### config.mk
export PLATFORM = sky130hd
export DESIGN_NAME = subcmp_eval
export DESIGN_NICKNAME = d
export VERILOG_FILES = /design/src/rtl/subcmp_pkg.sv /design/src/rtl/subcmp_slice.sv /design/src/rtl/subcmp_chain.sv /design/src/rtl/subcmp_decode.sv /design/src/rtl/subcmp_ostage.sv /design/src/rtl/subcmp_eval.sv
export SDC_FILE = /design/constraint.sdc
export NUM_CORES = 1
export LEC_CHECK = 0
export BUFFER_PORTS_ARGS = -buffer_cell sky130_fd_sc_hd__buf_2
export CAP_MARGIN = 10
export CELL_PAD_IN_SITES_DETAIL_PLACEMENT = 2
export CELL_PAD_IN_SITES_GLOBAL_PLACEMENT = 2
export CORE_MARGIN = 3
export CORE_UTILIZATION = 21
export CTS_BUF_LIST = sky130_fd_sc_hd__clkbuf_8
export DETAILED_ROUTE_END_ITERATION = 6
export GPL_ROUTABILITY_DRIVEN = 0
export PLACE_DENSITY_LB_ADDON = 0.3
export SYNTH_ARGS = -nofsm -noshare
export SYNTH_HDL_FRONTEND = slang
export SYNTH_HIERARCHICAL = 1
export SYNTH_SLANG_ARGS = --single-unit
### constraint.sdc
create_clock -name clk -period 3.21 [get_ports clk]
set_clock_uncertainty 0.15 [all_clocks]
set_input_delay 0.642 -clock clk [delete_from_list [all_inputs] [get_ports clk]]
set_output_delay 0.642 -clock clk [all_outputs]
set_load 0.03 [all_outputs]
### src/rtl/subcmp_pkg.sv
package subcmp_pkg;

  typedef enum logic [2:0] {
    CND_EQ  = 3'd0,
    CND_NE  = 3'd1,
    CND_LT  = 3'd2,
    CND_GT  = 3'd3,
    CND_LE  = 3'd4,
    CND_GE  = 3'd5,
    CND_RS6 = 3'd6,
    CND_RS7 = 3'd7
  } cond_e;

  // Relation summary extracted from one A + ~B pass
  typedef struct packed {
    logic eq;
    logic gt;
  } rel_t;

endpackage

### src/rtl/subcmp_slice.sv
// One nibble-style adder slice: computes x + ~y + cin.
module subcmp_slice #(
  parameter int SLICE = 4
) (
  input  logic [SLICE-1:0] x,
  input  logic [SLICE-1:0] y,
  input  logic             cin,
  output logic [SLICE-1:0] sum,
  output logic             cout
);
  logic [SLICE:0] total;

  always_comb begin
    total = {1'b0, x} + {1'b0, ~y} + {{SLICE{1'b0}}, cin};
    sum   = total[SLICE-1:0];
    cout  = total[SLICE];
  end
endmodule

### src/rtl/subcmp_chain.sv
// Cascade of slices forming A - B - 1 (carry-in held low).
module subcmp_chain #(
  parameter int WIDTH = 8,
  parameter int SLICE = 4
) (
  input  logic [WIDTH-1:0] a,
  input  logic [WIDTH-1:0] b,
  output logic [WIDTH-1:0] diff,
  output logic             carry
);
  localparam int NSLICE = WIDTH / SLICE;

  logic [NSLICE:0] c;

  assign c[0] = 1'b0;

  for (genvar s = 0; s < NSLICE; s++) begin : g_slice
    subcmp_slice #(.SLICE(SLICE)) u_slice (
      .x   (a[s*SLICE +: SLICE]),
      .y   (b[s*SLICE +: SLICE]),
      .cin (c[s]),
      .sum (diff[s*SLICE +: SLICE]),
      .cout(c[s+1])
    );
  end

  assign carry = c[NSLICE];
endmodule

### src/rtl/subcmp_decode.sv
// Maps the difference and carry onto the selected relation.
module subcmp_decode
  import subcmp_pkg::*;
#(
  parameter int WIDTH = 8
) (
  input  logic [WIDTH-1:0] diff,
  input  logic             carry,
  input  logic [2:0]       cond,
  output logic             flag
);
  rel_t  rel;
  cond_e sel;

  always_comb begin
    rel.eq = &diff;
    rel.gt = carry;
    sel    = cond_e'(cond);
    case (sel)
      CND_EQ:  flag = rel.eq;
      CND_NE:  flag = ~rel.eq;
      CND_LT:  flag = ~(rel.gt | rel.eq);
      CND_GT:  flag = rel.gt;
      CND_LE:  flag = ~rel.gt;
      CND_GE:  flag = rel.gt | rel.eq;
      default: flag = 1'b0;
    endcase
  end
endmodule

### src/rtl/subcmp_ostage.sv
// Output stage: one-entry register with valid/ready, or a pass-through.
module subcmp_ostage #(
  parameter bit REG_OUT = 1'b1
) (
  input  logic clk,
  input  logic rst_n,
  input  logic in_valid,
  output logic in_ready,
  input  logic flag_d,
  output logic out_valid,
  input  logic out_ready,
  output logic out_flag
);
  if (REG_OUT) begin : g_reg
    logic vld_q;
    logic flg_q;

    assign in_ready = ~vld_q | out_ready;

    always_ff @(posedge clk) begin
      if (!rst_n) begin
        vld_q <= 1'b0;
        flg_q <= 1'b0;
      end else if (in_ready) begin
        vld_q <= in_valid;
        if (in_valid) flg_q <= flag_d;
      end
    end

    assign out_valid = vld_q;
    assign out_flag  = flg_q;
  end else begin : g_pass
    logic unused_clk;
    assign unused_clk = clk ^ rst_n;
    assign in_ready   = out_ready;
    assign out_valid  = in_valid;
    assign out_flag   = flag_d;
  end
endmodule

### src/rtl/subcmp_eval.sv
module subcmp_eval #(
  parameter int WIDTH   = 8,
  parameter int SLICE   = 4,
  parameter bit REG_OUT = 1'b1
) (
  input  logic             clk,
  input  logic             rst_n,
  input  logic             in_valid,
  output logic             in_ready,
  input  logic [WIDTH-1:0] a_i,
  input  logic [WIDTH-1:0] b_i,
  input  logic [2:0]       cond_i,
  output logic             out_valid,
  input  logic             out_ready,
  output logic             out_flag
);
  logic [WIDTH-1:0] diff;
  logic             carry;
  logic             flag_c;

  subcmp_chain #(.WIDTH(WIDTH), .SLICE(SLICE)) u_chain (
    .a    (a_i),
    .b    (b_i),
    .diff (diff),
    .carry(carry)
  );

  subcmp_decode #(.WIDTH(WIDTH)) u_dec (
    .diff (diff),
    .carry(carry),
    .cond (cond_i),
    .flag (flag_c)
  );

  subcmp_ostage #(.REG_OUT(REG_OUT)) u_out (
    .clk      (clk),
    .rst_n    (rst_n),
    .in_valid (in_valid),
    .in_ready (in_ready),
    .flag_d   (flag_c),
    .out_valid(out_valid),
    .out_ready(out_ready),
    .out_flag (out_flag)
  );
endmodule

==> results of run 1 <==
[worst max-delay path by stage]
| stage | start | to | slack [ns] | cells past startpoint |
|---|---|---|---|---|
| floorplan | a_i[0] | u_out/out_flag | -0.19 | 15 |
| global placement | b_i[0] | u_out/out_flag | -0.47 | 16 |
| detailed placement | b_i[0] | u_out/out_flag | -0.53 | 16 |
| CTS | a_i[0] | u_out/out_flag | -0.31 | 17 |
| global route | a_i[0] | u_out/out_flag | -0.40 | 17 |
| finish | a_i[0] | u_out/out_flag | -0.24 | 17 |
[power groups by stage]
stage          Sequential [W]   Clock, W  Combinational, W
3_3_place_gp        0.0000278          0         0.0000882
2_1_floorplan       0.0000313          0         0.0000508
4_1_cts             0.0000278   0.000102         0.0000996
6_report            0.0000279  0.0000984         0.0000994
5_1_grt             0.0000282   0.000108          0.000114
3_5_place_dp        0.0000278          0         0.0000912
[layer usage]
layer  wire [µm]  up-vias  GRT usage
met1         556      253      0.132
met2         847       13      0.206
met3          56        0     0.0169
li1            -      264          -
met4           0        0     0.0511
met5           0        -          0
[state kept, by name, summed over array words and instances (netlist names)]
register / flops
u_out/out_flag: 1
u_out/out_valid: 1
[worst reg2reg max path, delay by kind of cell, from the launching register on]
family | cells | cell delay [ns]
DFF | 1 | 0.30
AOI/OAI and AO/OA | 2 | 0.30
and+or+nand+nor | 1 | 0.12
[repair_timing]
action,CTS,global route
pin swaps,13,6
buffers inserted,2,1
setup endpoints to repair,1,1
resized for setup,7,0
[cell usage in the layout (no fill, tap or decap), types with 2 or more instances in the layout]
master / netlist / routed
a21o_1: 4 / 4
a21oi_1: 3 / 3
buf_2: 0 / 24
buf_4: 0 / 6
clkbuf_8: 0 / 3
dfxtp_1: 2 / 2
fa_2: 0 / 4
ha_1: 6 / 6
inv_1: 15 / 11
inv_2: 0 / 4
nand2_1: 3 / 3
nand3b_1: 2 / 2
nand4_1: 2 / 2
xor2_1: 5 / 5
[cell families after synthesis]
group,synth area share
other,0.00795
multiplexers,0.0212
adder cells (fa/ha/maj),0.329
AO/OA/AOI/OAI,0.178
buffers and inverters,0.119
flip-flops,0.0849
AND/OR/NAND/NOR,0.167
XOR/XNOR,0.0928
[metrics by stage]
stage                util  total power, W  setup slack [ns]  area [µm²]
floorplan               -       0.0000821            -0.187         477
global placement    0.322        0.000116            -0.469         658
detailed placement  0.322        0.000119            -0.531         658
CTS                 0.355        0.000229            -0.307         726
global route        0.359        0.000250            -0.396         733
finish              0.359        0.000226            -0.241         733
[cell type report]
cell class	instances	area [µm²]
repair buffers	31	176
well taps	27	33.8
fillers	260	1310
multi-input cells	43	385
clock buffers	3	41.3
inverters	15	56.3
flip-flops and latches	2	40.0
==> impl_metrics.json, run 1 <==
{
  "first_iter_violations": 6,
  "grt_max_degree": 6,
  "r2r_slack_ns": 2.23,
  "drive_gt1_frac": 0.447,
  "setup_slack_ns": -0.241,
  "routed_wl_um": 1460,
  "final_max_slew_viol_count": 0,
  "critPathMaxStageDelay_ns": 0.36,
  "n_antenna_cell": 0,
  "cts_tree": "done",
  "ant_nets": 0,
  "clock_sinks": 2,
  "rr_endpoint": "u_out/out_flag",
  "rows": 16,
  "viasPerCell": 4.38,
  "cts_buffers": 3,
  "antenna_found_initial": 0,
  "ys_async_sr_fraction": 0,
  "htree_levels": 1,
  "syn_area_per_cell_um2": 7.86,
  "grtUsageTotal": 0.115,
  "p_switching_w": 0.0000695,
  "seqPwrFrac": 0.124,
  "pwr-share-comb": 0.440,
  "yosysWarnings": 6,
  "port_buffers": 25,
  "clk_latency_ns": 0.21,
  "syn2layout_area_growth_pct": 55.4,
  "startpoint_type": "input pin",
  "post-route-drc-count": 0,
  "outcome": "finished, violations left",
  "synthFlopType": "dfxtp_1",
  "clock_path_buffers": 2,
  "root_buffer": "clkbuf_8",
  "worstReg2RegStart": "u_out/out_valid",
  "wl_per_cell_um": 12.1,
  "drt_pass1_iterations": 4,
  "hold_class": "reg -> reg",
  "vias": 530,
  "dieArea_um2": 2850,
  "worstHoldStart": "u_out/out_valid",
  "synth_edf_count": 0,
  "path_class": "in -> reg",
  "pwr-share-clk": 0.436,
  "grt_overflow": 0,
  "synth.top_cells.by_area": "fa_1, ha_1, inv_1",
  "hold_ws_ns": 0.473,
  "critPathBufInv": 5,
  "hold_viol": 0,
  "fin_nets": 129,
  "synth_fp_nets": 93,
  "postCtsHoldBufs": 0,
  "min_period_over_period": 1.08,
  "syn_area_um2": 472,
  "tns_ns": -0.241,
  "grt_pass1_vias": 580,
  "cp_top_family": "adder cells",
  "critPathArrivalTime_ns": 3.40,
  "clk_pin_slew_ns": 0.03,
  "path_cells": "buf_6 -> inv_2 -> fa_2 -> inv_2 -> fa_2 -> a21o_1 -> a21o_1 -> inv_2 -> fa_2 -> inv_2 -> fa_2 -> xor2_1 -> nand4_1 -> or2_1 -> a32oi_1 -> o211ai_1 -> a41o_1",
  "crit_path_end_kind": "flop",
  "post_synth_num_cell_types": 24,
  "synthCells": 60,
  "synth_common_cells": "inv_1, ha_1, xor2_1",
  "dp.cells": 115,
  "power-per-cell-area_nw_per_um2": 308,
  "ys_seq_elements": 2,
  "setup_violations": 1,
  "min_period_ns": 3.45,
  "switching_share": 0.308,
  "hpwl_um": 1120,
  "synth_most_common_cell": "inv_1",
  "rsz0062_at_grt": "true",
  "yosysTopAreaCell": "fa_1",
  "ios": 26,
  "intPower_w": 0.000156,
  "core_area_um2": 2040,
  "netlist.area_leader.share": 0.170,
  "violations": "setup timing",
  "grt_pass1_wl_um": 2360,
  "required_ns": 3.15,
  "fmax_mhz": 290,
  "critical_path.max_fanout": 2,
  "initial_utilization": 0.231,
  "peakVddDrop_mv": 0.145,
  "cellLeakagePower_nw": 0.420,
  "synth_seq_area_share": 0.0849,
  "crit_slowest_cell": "fa_2",
  "dieWidth_um": 53.4,
  "stdcell_count": 121,
  "min_to": "u_out/out_valid",
  "min_path_cells": 2,
  "reg2reg_depth": 3,
  "maxCapViolCount": 0,
  "die_y_um": 53.4
}
Note: power is estimated with default switching activity, not from simulation.
==> inputs of run 2 (changes only) <==
- CORE_UTILIZATION: 21 -> 23
- GPL_ROUTABILITY_DRIVEN: 0 -> 1
- clock period: 3.21 -> 3.75 ns (I/O delays scaled with it)
==> run 2 against run 1 <==
Utilization increased by 4.0 points. The run now ends clean. Clock power decreased by 15%. Largest cell class unchanged. Sequential share of layout area about the same. Worst hold slack got worse by 0.034 ns. Via count increased by 0.94%. Sequential power decreased by 15%. Highest routed layer is now met4. Power decreased by 15%. Routed wire length decreased by 2.1%. First-iteration DRC count decreased by 83%.
==> impl_metrics.json, run 2 (synthesis results as in run 1) <==
{
  "layout_commonest_cell": "buf_2",
  "crit_path_end_kind": "flop",
  "fmax_mhz": 275,
  "root_buffer": "clkbuf_8",
  "maxCapViolCount": 0,
  "clk_pin_slew_ns": 0.03,
  "syn2layout_area_growth_pct": 54.1,
  "pwr-share-clk": 0.440,
  "crit_start": "a_i[0]",
  "drive_gt1_frac": 0.451,
  "seqPwrFrac": 0.124,
  "grt_overflow": 0,
  "dieWidth_um": 51.3,
  "min_period_over_period": 0.969,
  "outcome": "completed",
  "cts_buffers": 3,
  "dieArea_um2": 2630,
  "hold_viol": 0,
  "viasPerCell": 4.61,
  "peakVddDrop_mv": 0.106,
  "r2r_slack_ns": 2.77,
  "gp_congestion": 0.668,
  "startpoint_type": "input pin",
  "reg2reg_depth": 3,
  "final_max_slew_viol_count": 0,
  "grt_pass1_vias": 583,
  "cts_tree": "done",
  "hpwl_um": 1160,
  "endpoint": "u_out/out_flag",
  "wl_per_cell_um": 12.3,
  "drt_pass1_iterations": 4,
  "setup_violations": 0,
  "grtUsageTotal": 0.127,
  "post-route-drc-count": 0,
  "power-per-cell-area_nw_per_um2": 263,
  "critPathArrivalTime_ns": 3.58,
  "ant_nets": 0,
  "min_period_ns": 3.63,
  "routed_wl_um": 1430,
  "rsz0062_at_grt": "true",
  "grt_pass1_wl_um": 2500,
  "antenna_found_initial": 0,
  "hold_class": "reg -> reg",
  "power_w": 0.000191,
  "path_class": "in -> reg",
  "postPlaceCellArea_um2": 636,
  "pwr-share-comb": 0.436,
  "p_switching_w": 0.0000594,
  "required_ns": 3.70,
  "fin_area_um2": 727,
  "die_y_um": 51.3,
  "port_buffers": 25,
  "postLayoutCoreUtil": 0.399,
  "ios": 26,
  "clk_latency_ns": 0.21,
  "htree_levels": 1,
  "clock_path_buffers": 2,
  "core_area_um2": 1820,
  "n_antenna_cell": 0,
  "rows": 15,
  "clock_sinks": 2,
  "fin_nets": 126,
  "cellLeakagePower_nw": 0.410,
  "initial_utilization": 0.259,
  "worstReg2RegStart": "u_out/out_valid",
  "critical_path.max_fanout": 2,
  "vias": 535,
  "intPower_w": 0.000131,
  "first_iter_violations": 1,
  "grt_max_degree": 6,
  "switching_share": 0.311,
  "final_cell_mix": "buf_2, inv_1, ha_1",
  "rr_endpoint": "u_out/out_flag"
}
run 2: changes by cell type in the layout (fill, tap and decap cells not counted), sizes merged:
| cell | previous run | this run |
|---|---|---|
| buf | 31 | 28 |
| clkinv | 0 | 1 |
| inv | 15 | 14 |
run 2: per-layer routing:
metal  vias to the layer above  part of all wire  GRT usage
met5                         -                 0          0
met4                         0            0.0070     0.0262
met3                         2             0.055     0.0379
met2                        16              0.58      0.253
met1                       259              0.36      0.126
li1                        258                 -          -
run 2: power groups by stage:
stage                      Clock, W  Combinational, W  Sequential, W
after floorplan                   0         0.0000429      0.0000268
after global placement            0         0.0000709      0.0000237
after detailed placement          0         0.0000743      0.0000239
after CTS                 0.0000871         0.0000760      0.0000237
after global routing      0.0000917         0.0000976      0.0000240
final                     0.0000839         0.0000832      0.0000237
run 2: cell type report:
type | count | area [µm²]
sequential | 2 | 40.0
clock buffer | 3 | 41.3
fill | 235 | 1090
multi-input combinational | 43 | 395
inverter | 15 | 61.3
tap | 25 | 31.3
timing repair buffer | 28 | 158
run 2: how the worst min path moves through the flow:
| stage | startpoint | cells past startpoint | endpoint | slack, ns |
|---|---|---|---|---|
| 2_1_floorplan | u_out/out_flag | 3 | u_out/out_flag | 0.59 |
| 3_3_place_gp | u_out/out_valid | 2 | u_out/out_valid | 0.40 |
| 3_5_place_dp | u_out/out_valid | 2 | u_out/out_valid | 0.44 |
| 4_1_cts | u_out/out_valid | 2 | u_out/out_valid | 0.45 |
| 5_1_grt | u_out/out_valid | 2 | u_out/out_valid | 0.48 |
| 6_report | u_out/out_valid | 2 | u_out/out_valid | 0.44 |
run 2: per-stage QoR:
step                setup TNS [ns]  hold slack [ns]  setup slack (ns)  cells
detailed placement          -0.279            0.435            -0.279    111
CTS                              0            0.447            0.0322    114
floorplan                        0            0.593             0.134     60
global route                -0.116            0.480            -0.116    116
finish                           0            0.439             0.118    116
global placement            -0.151            0.400            -0.151    111
run 2: worst max-delay path: stages:
cell      delay [ns]
buf_8           0.10
clkinv_4        0.03
fa_2            0.19
inv_2           0.04
fa_2            0.36
a21o_1          0.18
a21o_1          0.16
inv_2           0.06
fa_2            0.21
inv_2           0.04
fa_2            0.38
xor2_1          0.16
nand4_1         0.14
or2_4           0.27
a32oi_2         0.21
o211ai_1        0.11
a41o_1          0.18
run 2: repair_timing:
action,4_1_cts,5_1_grt
pin swaps,2,11
gates resized for setup,1,13
endpoints found under the setup margin,1,1
buffers inserted,0,2
hold buffers,0,0
cloned,0,0
